`config.mk`:
```
export PLATFORM = sky130hd
export DESIGN_NAME = tdither_mod
export DESIGN_NICKNAME = d
export VERILOG_FILES = /design/src/rtl/dither_pkg.sv /design/src/rtl/frame_phase_ctr.sv /design/src/rtl/pos_phase.sv /design/src/rtl/subpix_gate.sv /design/src/rtl/tdither_mod.sv
export SDC_FILE = /design/constraint.sdc
export NUM_CORES = 1
export LEC_CHECK = 0
export CORE_UTILIZATION = 28
export CTS_BUF_LIST = sky130_fd_sc_hd__clkbuf_4 sky130_fd_sc_hd__clkbuf_8 sky130_fd_sc_hd__clkbuf_16
export DETAILED_ROUTE_END_ITERATION = 8
export DONT_BUFFER_PORTS = 1
export GPL_TIMING_DRIVEN = 0
export PLACE_DENSITY_LB_ADDON = 0.12
export SYNTH_ARGS = -nofsm -noshare
export SYNTH_HDL_FRONTEND = slang
export SYNTH_SLANG_ARGS = --single-unit
```
`constraint.sdc`:
```
create_clock -name clk -period 7.12 [get_ports clk]
set_input_delay 0.712 -clock clk [delete_from_list [all_inputs] [get_ports clk]]
set_output_delay 0.712 -clock clk [all_outputs]
set_load 0.1 [all_outputs]
```
`src/rtl/dither_pkg.sv`:
```
package dither_pkg;

    localparam int PHASE_COUNT = 3;
    localparam int LEVEL_W     = 2;
    localparam int NUM_CH      = 2;   // channel 0 = green, channel 1 = red

    typedef logic [1:0] phase_t;

    typedef enum logic [LEVEL_W-1:0] {
        LVL_OFF        = 2'b00,
        LVL_THIRD      = 2'b01,
        LVL_TWO_THIRDS = 2'b10,
        LVL_FULL       = 2'b11
    } level_e;

    typedef struct packed {
        logic valid;
        logic red;
        logic green;
    } drive_s;

    // Add two phases modulo three; both operands must be below three.
    function automatic phase_t phase_add(phase_t a, phase_t b);
        logic [2:0] sum;
        sum = {1'b0, a} + {1'b0, b};
        if (sum >= 3'(PHASE_COUNT)) begin
            sum = sum - 3'(PHASE_COUNT);
        end
        return sum[1:0];
    endfunction

endpackage

```
`src/rtl/frame_phase_ctr.sv`:
```
module frame_phase_ctr
    import dither_pkg::*;
(
    input  logic   clk,
    input  logic   rst_n,
    input  logic   tick,
    output phase_t phase_o
);

    phase_t phase_d, phase_q;

    always_comb begin
        phase_d = phase_q;
        if (tick) begin
            if (phase_q == phase_t'(PHASE_COUNT - 1)) begin
                phase_d = '0;
            end else begin
                phase_d = phase_q + 2'd1;
            end
        end
    end

    always_ff @(posedge clk) begin
        if (!rst_n) begin
            phase_q <= '0;
        end else begin
            phase_q <= phase_d;
        end
    end

    assign phase_o = phase_q;

    AST_PHASE_RANGE: assert property (@(posedge clk) disable iff (!rst_n)
        phase_q < 2'(PHASE_COUNT));
    AST_PHASE_HOLD: assert property (@(posedge clk) disable iff (!rst_n)
        !tick |=> $stable(phase_q));
    AST_PHASE_WRAP: assert property (@(posedge clk) disable iff (!rst_n)
        (tick && phase_q == 2'd2) |=> (phase_q == 2'd0));
    AST_PHASE_MOVES: assert property (@(posedge clk) disable iff (!rst_n)
        tick |=> !$stable(phase_q));

endmodule

```
`src/rtl/pos_phase.sv`:
```
module pos_phase
    import dither_pkg::*;
#(
    parameter int ROW_W = 8,
    parameter int COL_W = 9
) (
    input  logic [ROW_W-1:0] row,
    input  logic [COL_W-1:0] col,
    output phase_t           offset_o
);

    localparam int SUM_W = ((ROW_W > COL_W) ? ROW_W : COL_W) + 1;

    logic [SUM_W-1:0] sum;
    logic [SUM_W-1:0] rem;

    always_comb begin
        sum      = SUM_W'(row) + SUM_W'(col);
        rem      = sum % SUM_W'(PHASE_COUNT);
        offset_o = rem[1:0];
    end

endmodule

```
`src/rtl/subpix_gate.sv`:
```
module subpix_gate
    import dither_pkg::*;
(
    input  logic [LEVEL_W-1:0] level,
    input  phase_t             phase,
    output logic               lit
);

    level_e lvl;

    always_comb begin
        lvl = level_e'(level);
        unique case (lvl)
            LVL_OFF:        lit = 1'b0;
            LVL_THIRD:      lit = (phase == 2'd0);
            LVL_TWO_THIRDS: lit = (phase != 2'd2);
            LVL_FULL:       lit = 1'b1;
            default:        lit = 1'b0;
        endcase
    end

endmodule

```
`src/rtl/tdither_mod.sv`:
```
module tdither_mod
    import dither_pkg::*;
#(
    parameter int ROW_W = 8,
    parameter int COL_W = 9
) (
    input  logic             clk,
    input  logic             rst_n,
    input  logic             frame_tick,
    input  logic             pix_valid,
    input  logic [3:0]       pix_code,
    input  logic [ROW_W-1:0] pix_row,
    input  logic [COL_W-1:0] pix_col,
    output logic             out_valid,
    output logic             red_on,
    output logic             green_on
);

    phase_t frame_phase;
    phase_t pos_offset;
    phase_t eff_phase;
    logic [NUM_CH-1:0] ch_lit;

    drive_s out_d, out_q;

    frame_phase_ctr u_phase (
        .clk     (clk),
        .rst_n   (rst_n),
        .tick    (frame_tick),
        .phase_o (frame_phase)
    );

    pos_phase #(
        .ROW_W (ROW_W),
        .COL_W (COL_W)
    ) u_pos (
        .row      (pix_row),
        .col      (pix_col),
        .offset_o (pos_offset)
    );

    assign eff_phase = phase_add(frame_phase, pos_offset);

    for (genvar g = 0; g < NUM_CH; g++) begin : g_ch
        subpix_gate u_gate (
            .level (pix_code[g*LEVEL_W +: LEVEL_W]),
            .phase (eff_phase),
            .lit   (ch_lit[g])
        );
    end

    always_comb begin
        out_d = '0;
        if (pix_valid) begin
            out_d.valid = 1'b1;
            out_d.red   = ch_lit[1];
            out_d.green = ch_lit[0];
        end
    end

    always_ff @(posedge clk) begin
        if (!rst_n) begin
            out_q <= '0;
        end else begin
            out_q <= out_d;
        end
    end

    assign out_valid = out_q.valid;
    assign red_on    = out_q.red;
    assign green_on  = out_q.green;

    AST_ONE_CYCLE: assert property (@(posedge clk) disable iff (!rst_n)
        pix_valid |=> out_valid);
    AST_NO_SPURIOUS: assert property (@(posedge clk) disable iff (!rst_n)
        !pix_valid |=> !out_valid);
    AST_QUIET_IDLE: assert property (@(posedge clk) disable iff (!rst_n)
        !out_valid |-> (!red_on && !green_on));
    AST_RED_FULL: assert property (@(posedge clk) disable iff (!rst_n)
        (pix_valid && pix_code[3:2] == 2'b11) |=> red_on);
    AST_RED_OFF: assert property (@(posedge clk) disable iff (!rst_n)
        (pix_valid && pix_code[3:2] == 2'b00) |=> !red_on);
    AST_GREEN_FULL: assert property (@(posedge clk) disable iff (!rst_n)
        (pix_valid && pix_code[1:0] == 2'b11) |=> green_on);
    AST_GREEN_OFF: assert property (@(posedge clk) disable iff (!rst_n)
        (pix_valid && pix_code[1:0] == 2'b00) |=> !green_on);
    AST_THIRD_LATE: assert property (@(posedge clk) disable iff (!rst_n)
        (pix_valid && pix_code[3:2] == 2'b01 && eff_phase != 2'd0) |=> !red_on);
    AST_TWO_THIRDS_EARLY: assert property (@(posedge clk) disable iff (!rst_n)
        (pix_valid && pix_code[1:0] == 2'b10 && eff_phase != 2'd2) |=> green_on);
    AST_BLACK: assert property (@(posedge clk) disable iff (!rst_n)
        (pix_valid && pix_code == 4'h0) |=> (!red_on && !green_on));
    AST_YELLOW: assert property (@(posedge clk) disable iff (!rst_n)
        (pix_valid && pix_code == 4'hF) |=> (red_on && green_on));

endmodule

```
# == Word-level counts from Yosys, hierarchy flattened ==
# Index checks and enable logic that the tools add are counted.
# op_classes
n_addsub,4
multipliers,0
div_mod_pow,1
magnitude_cmp,1
eq_ne,8
n_shift,0
muxes,5
bitwise_logic,0
reduce_logical,4
# op_table
cell,count
$add 8x9->10,1
$eq 2x2->1 const B,5
$mod 10x2->10 const B,1
$pmux 1 s4,2
$logic_not 2->1,3
$eq 2x1->1 const B,2
$mux 2,2
$add 2x2->3,1
$ge 3x2->1 const B,1
$mux 3,1
$add 2x1->2 const B,1
$ne 2x2->1 const B,1
$reduce_and 2->1,1
$sub 2x2->2 const B,1
# totals
reg_bits,5
latch_bits,0
ramBits,0
romBits,0
input_bits,25
output_inout_bits,3
elab_cells,27
n_memories,0

# == Longest topological paths before layout ==
# depth
word_depth,8
depth_mapped,27
depth_no_buf,26

# == By module ==
# Synthesis repeated with hierarchy kept, for this count alone.
# hier_totals
cells_unflattened,188
hier_area_um2,1481.4
# modules_own_cells
mod,n_inst,cells_each,area_each_um2,seq_area_each_um2
pos_phase,1,157,1178.6,0.0
tdither_mod,1,17,171.4,60.1
frame_phase_ctr,1,8,86.3,40.0
subpix_gate,2,3,22.5,0.0

# == Least setup slack after synthesis ==
# No wires, ideal clock.
# synth_path
path_kind,input -> register
startpoint,in pix_row[0]
endpoint,"reg out_q, in the netlist green_on"
setup_ps,70
arrival_time_ps,6163
required_time_ps,7050
path_slack_ps,887
path_stages,26
n_path_buf,1
path_cell_list,ha_1 inv_1 fa_1 nand2b_1 a21oi_2 o31ai_2 or2_1 clkbuf_2 mux2_2 a221o_1 a21oi_2 o211ai_1 a2bb2oi_1 ha_1 inv_1 o211ai_1 mux2_2 ha_1 a211oi_4 mux2_4 fa_1 ha_1 nor3_1 mux2i_1 nand2_1 a21oi_1
# synth_via
elab_chain_len,7
elab_cells_between_ends,9
cone_classes,add/sub (3); div (1); order compare (1); eq/ne (1); mux (2); reduce/logical (1)
# synth_lines
element,line_no,rtl
from (decl),tdither_mod.sv:12,"input logic [ROW_W-1:0] pix_row,"
$add 8x9->10 *,pos_phase.sv:18,sum = SUM_W'(row) + SUM_W'(col);
$mod 10x2->10 *,pos_phase.sv:19,rem = sum % SUM_W'(PHASE_COUNT);
$add 2x2->3 *,dither_pkg.sv:25,"sum = {1'b0, a} + {1'b0, b};"
$ge 3x2->1 or $sub 2x2->2 (tied branches),"dither_pkg.sv:26, dither_pkg.sv:27",
$mux 2 *,dither_pkg.sv:26,if (sum >= 3'(PHASE_COUNT)) begin
$ne 2x2->1 or $logic_not 2->1 (tied branches),"subpix_gate.sv:16, subpix_gate.sv:15",
$pmux 1 s4 *,subpix_gate.sv:13,unique case (lvl)
to (signal assigned),tdither_mod.sv:65,out_q <= out_d;
to (decl),tdither_mod.sv:24,"drive_s out_d, out_q;"
# Mark *: on every way between the ends. The rest lies on a longest branch, timed or not.
# A chain may end at the register's enable or synchronous reset.

# == Worst setup path in the final report ==
# Ends and elaborated chain as after synthesis.

==> metrics.cfg <==
[run_status]
outcome = completed

[grt]
grt-ovfl-total = 0
antenna_found_initial = 0
grt_max_degree = 11
grt_pass1_vias = 1241
grt_pass1_wl_um = 5350
gr-usage-all-layers_pct = 12.5

[sta]
fin_skew_ns = 0.00221
fmax_mhz = 150
rsz0062_at_grt = false
fin_crit_sh_pct = 93.7
fin_tns_setup_ns = 0
slew_viol_final = 0
min_period_ns = 6.67
maxSlewHeadroom_pct = 36.6
worstMarginPinSlew_ns = 0.949
finalSetupViolCount = 0
hold_viol = 0

[floorplanning]
start_util_pct = 29.3
die-area_um2 = 5300
fp.dieH_um = 72.8
rows = 25
ioPinCount = 28
core_um2 = 4790
die_x_um = 72.8

[final_layout]
layout-drive-gt1-share_pct = 18.6
nFillCells = 494
mostFrequentLayoutCells = 15 x a21oi_1, 12 x ha_1, 11 x nand2_1
multiInputGateArea_um2 = 1220
final_common_cell = a21oi_1
seq_area_um2 = 100
n_antenna_cell = 0
nets = 217
final_cells = 244
syn2layout_area_growth_pct = 9.63

[cts]
cts-resized-gates = 0
cts_tree = built
numCtsBuffers = 3
clk_pin_slew_ns = 0.03
cts.path.max_buffers = 2
holdBufCountCts = 0
htreeDepth = 1
cts_sinks = 5
insertion_delay_ns = 0.22
postCtsSetupBuffers = 0
root_buffer = clkbuf_8

[power_and_ir_drop]
p_leak_nw = 0.594
p_sw_w = 0.000228
p_sw_share_pct = 49.5
pwr-share-comb_pct = 73.7
design_power_total_w = 0.000460
peakVddDrop_uv = 94.9
powerDensity_nw_per_um2 = 299
seqPwrFrac_pct = 14.1
internal_power_w = 0.000232
clkPwrFrac_pct = 12.2

[drt]
viasPerCell = 5.43
wl_um = 3180
drt_iter0_markers = 59
wl_per_cell_um = 13.0
drc = 0
vias = 1326
ant_nets = 0
detail_route.first_pass.iterations = 4

[setup_path]
cpMaxStageDelayCell = fa_1
required_ns = 7.27
cp_data_arrival_time_ns = 6.82
critPathMaxStageDelay_ns = 0.51
worstPathMaxFanout = 6
r2r-end = green_on
worstSetupPathType = primary input to flop
r2r_cells = 6
worstSetupStartpointType = primary input
r2r_start = u_phase.phase_o[0]
end_kind = flop
rrSetupSlack_ns = 5.04
critical_path.most_common_cell = ha_1

[worst_hold_path]
hold_depth = 2
holdCritPathClass = flop to flop
hp-start = u_phase.phase_o[0]
hold_end = u_phase.phase_o[1]

[synth]
avgSynthCellArea_um2 = 8.07
syn_area_um2 = 1400
synth_seq_area_share_pct = 7.13
synthFlopType = dfxtp_1
yosys.cell_types.count = 64
syn-num-nets = 213
synthArstFlopShare_pct = 0
synth_edf_count = 0
synth_seq_cells = 5
yosysWarnings = 0
syn_inst = 174

[placement]
placed_cells = 241
routabilityCongestion = 0.762
dp_hpwl_um = 2670
port_buffers = 0

[run]
drv_cap = 0

==> worst max-delay path, delay by kind of cell <==
kind	cells	cell delay [ns]
buffers and inverters	3	0.29
AOI/OAI and AO/OA	11	2.51
muxes	3	0.97
adders and majority gates	6	1.85
and+or+nand+nor	2	0.45
==> how the worst max path moves through the flow <==
stage / cells past startpoint / startpoint / to / slack (ns)
floorplan: 26 / pix_row[0] / green_on / 0.89
global placement: 25 / pix_row[0] / green_on / 0.23
detailed placement: 25 / pix_row[0] / green_on / 0.19
CTS: 25 / pix_row[0] / green_on / 0.38
global route: 25 / pix_row[0] / red_on / 0.03
finish: 25 / pix_row[0] / green_on / 0.45
==> metrics by stage <==
step                hold WS [ns]  util (%)  worst slack [ns]  cell area, µm²
finish                     0.529      32.2             0.449            1540
global route               0.575      32.2            0.0322            1540
CTS                        0.532      32.1             0.381            1540
detailed placement         0.525      31.1             0.193            1490
global placement           0.512      31.1             0.228            1490
floorplan                  0.496         -             0.887            1400
==> cell type report <==
type | instances | share of cell area [%]
inverters | 10 | 2.44
plain buffers | 7 | 3.09
well taps | 67 | 5.45
clock buffers | 4 | 3.17
flip-flops and latches | 5 | 6.50
multi-input cells | 151 | 79.3
==> state kept, by name, indices dropped and copies added, names as in the netlist <==
name	flops
out_valid	1
red_on	1
u_phase.phase_o	2
green_on	1
==> Yosys cell counts (2+ instances only) <==
| master | number | area share [%] |
|---|---|---|
| a21oi_1 | 16 | 5.7 |
| ha_1 | 12 | 11 |
| nand2_1 | 11 | 2.9 |
| inv_1 | 10 | 2.7 |
| nor2_1 | 9 | 2.4 |
| nor3_1 | 6 | 2.1 |
| o21ai_0 | 6 | 2.1 |
| xnor2_1 | 6 | 3.7 |
| dfxtp_1 | 5 | 7.1 |
| o211ai_1 | 5 | 2.7 |
| o21a_1 | 5 | 2.7 |
| a211o_1 | 4 | 2.5 |
| nand2b_1 | 4 | 1.8 |
| a211oi_1 | 3 | 1.6 |
| a211oi_4 | 3 | 4.3 |
| buf_2 | 3 | 1.1 |
| nand3_1 | 3 | 1.1 |
| o21ai_1 | 3 | 1.1 |
| a2111oi_2 | 2 | 2.1 |
| a21oi_2 | 2 | 1.2 |
| and2_1 | 2 | 0.89 |
| buf_6 | 2 | 1.6 |
| clkbuf_2 | 2 | 0.71 |
| fa_1 | 2 | 2.9 |
| mux2_2 | 2 | 1.6 |
| mux2_4 | 2 | 2.1 |
| mux2i_1 | 2 | 1.4 |
| nand4_1 | 2 | 0.89 |
| nor2b_1 | 2 | 0.89 |
| o31ai_1 | 2 | 1.1 |
| o32ai_1 | 2 | 1.2 |
| xor2_1 | 2 | 1.2 |
==> routing by layer <==
metal | vias to the layer above | global-route usage, % | share of wire, % | routed length [µm]
li1 | 675 | - | - | -
met1 | 620 | 16.8 | 48 | 1520
met2 | 31 | 21.8 | 48 | 1530
met3 | 0 | 2.21 | 4.1 | 132
met4 | 0 | 0.654 | 0 | 0
met5 | - | 0 | 0 | 0
==> kinds of logic after synthesis <==
logic type                 synth area share [%]
AOI/OAI and AO/OA                          43.1
and+or+nand+nor                            17.8
xor gates and xnor gates                   6.15
muxes                                      5.17
DFF                                        7.13
adders and majority gates                  14.3
buffers and inverters                      6.33
==> power groups by stage <==
stage	sequential (W)	combinational, W	clock (W)
after floorplan	0.0000644	0.000285	0
after global placement	0.0000650	0.000330	0
after detailed placement	0.0000651	0.000338	0
after CTS	0.0000648	0.000340	0.0000573
after global routing	0.0000655	0.000380	0.0000606
final	0.0000648	0.000339	0.0000561
No activity file was read; power rests on OpenSTA's default activity.
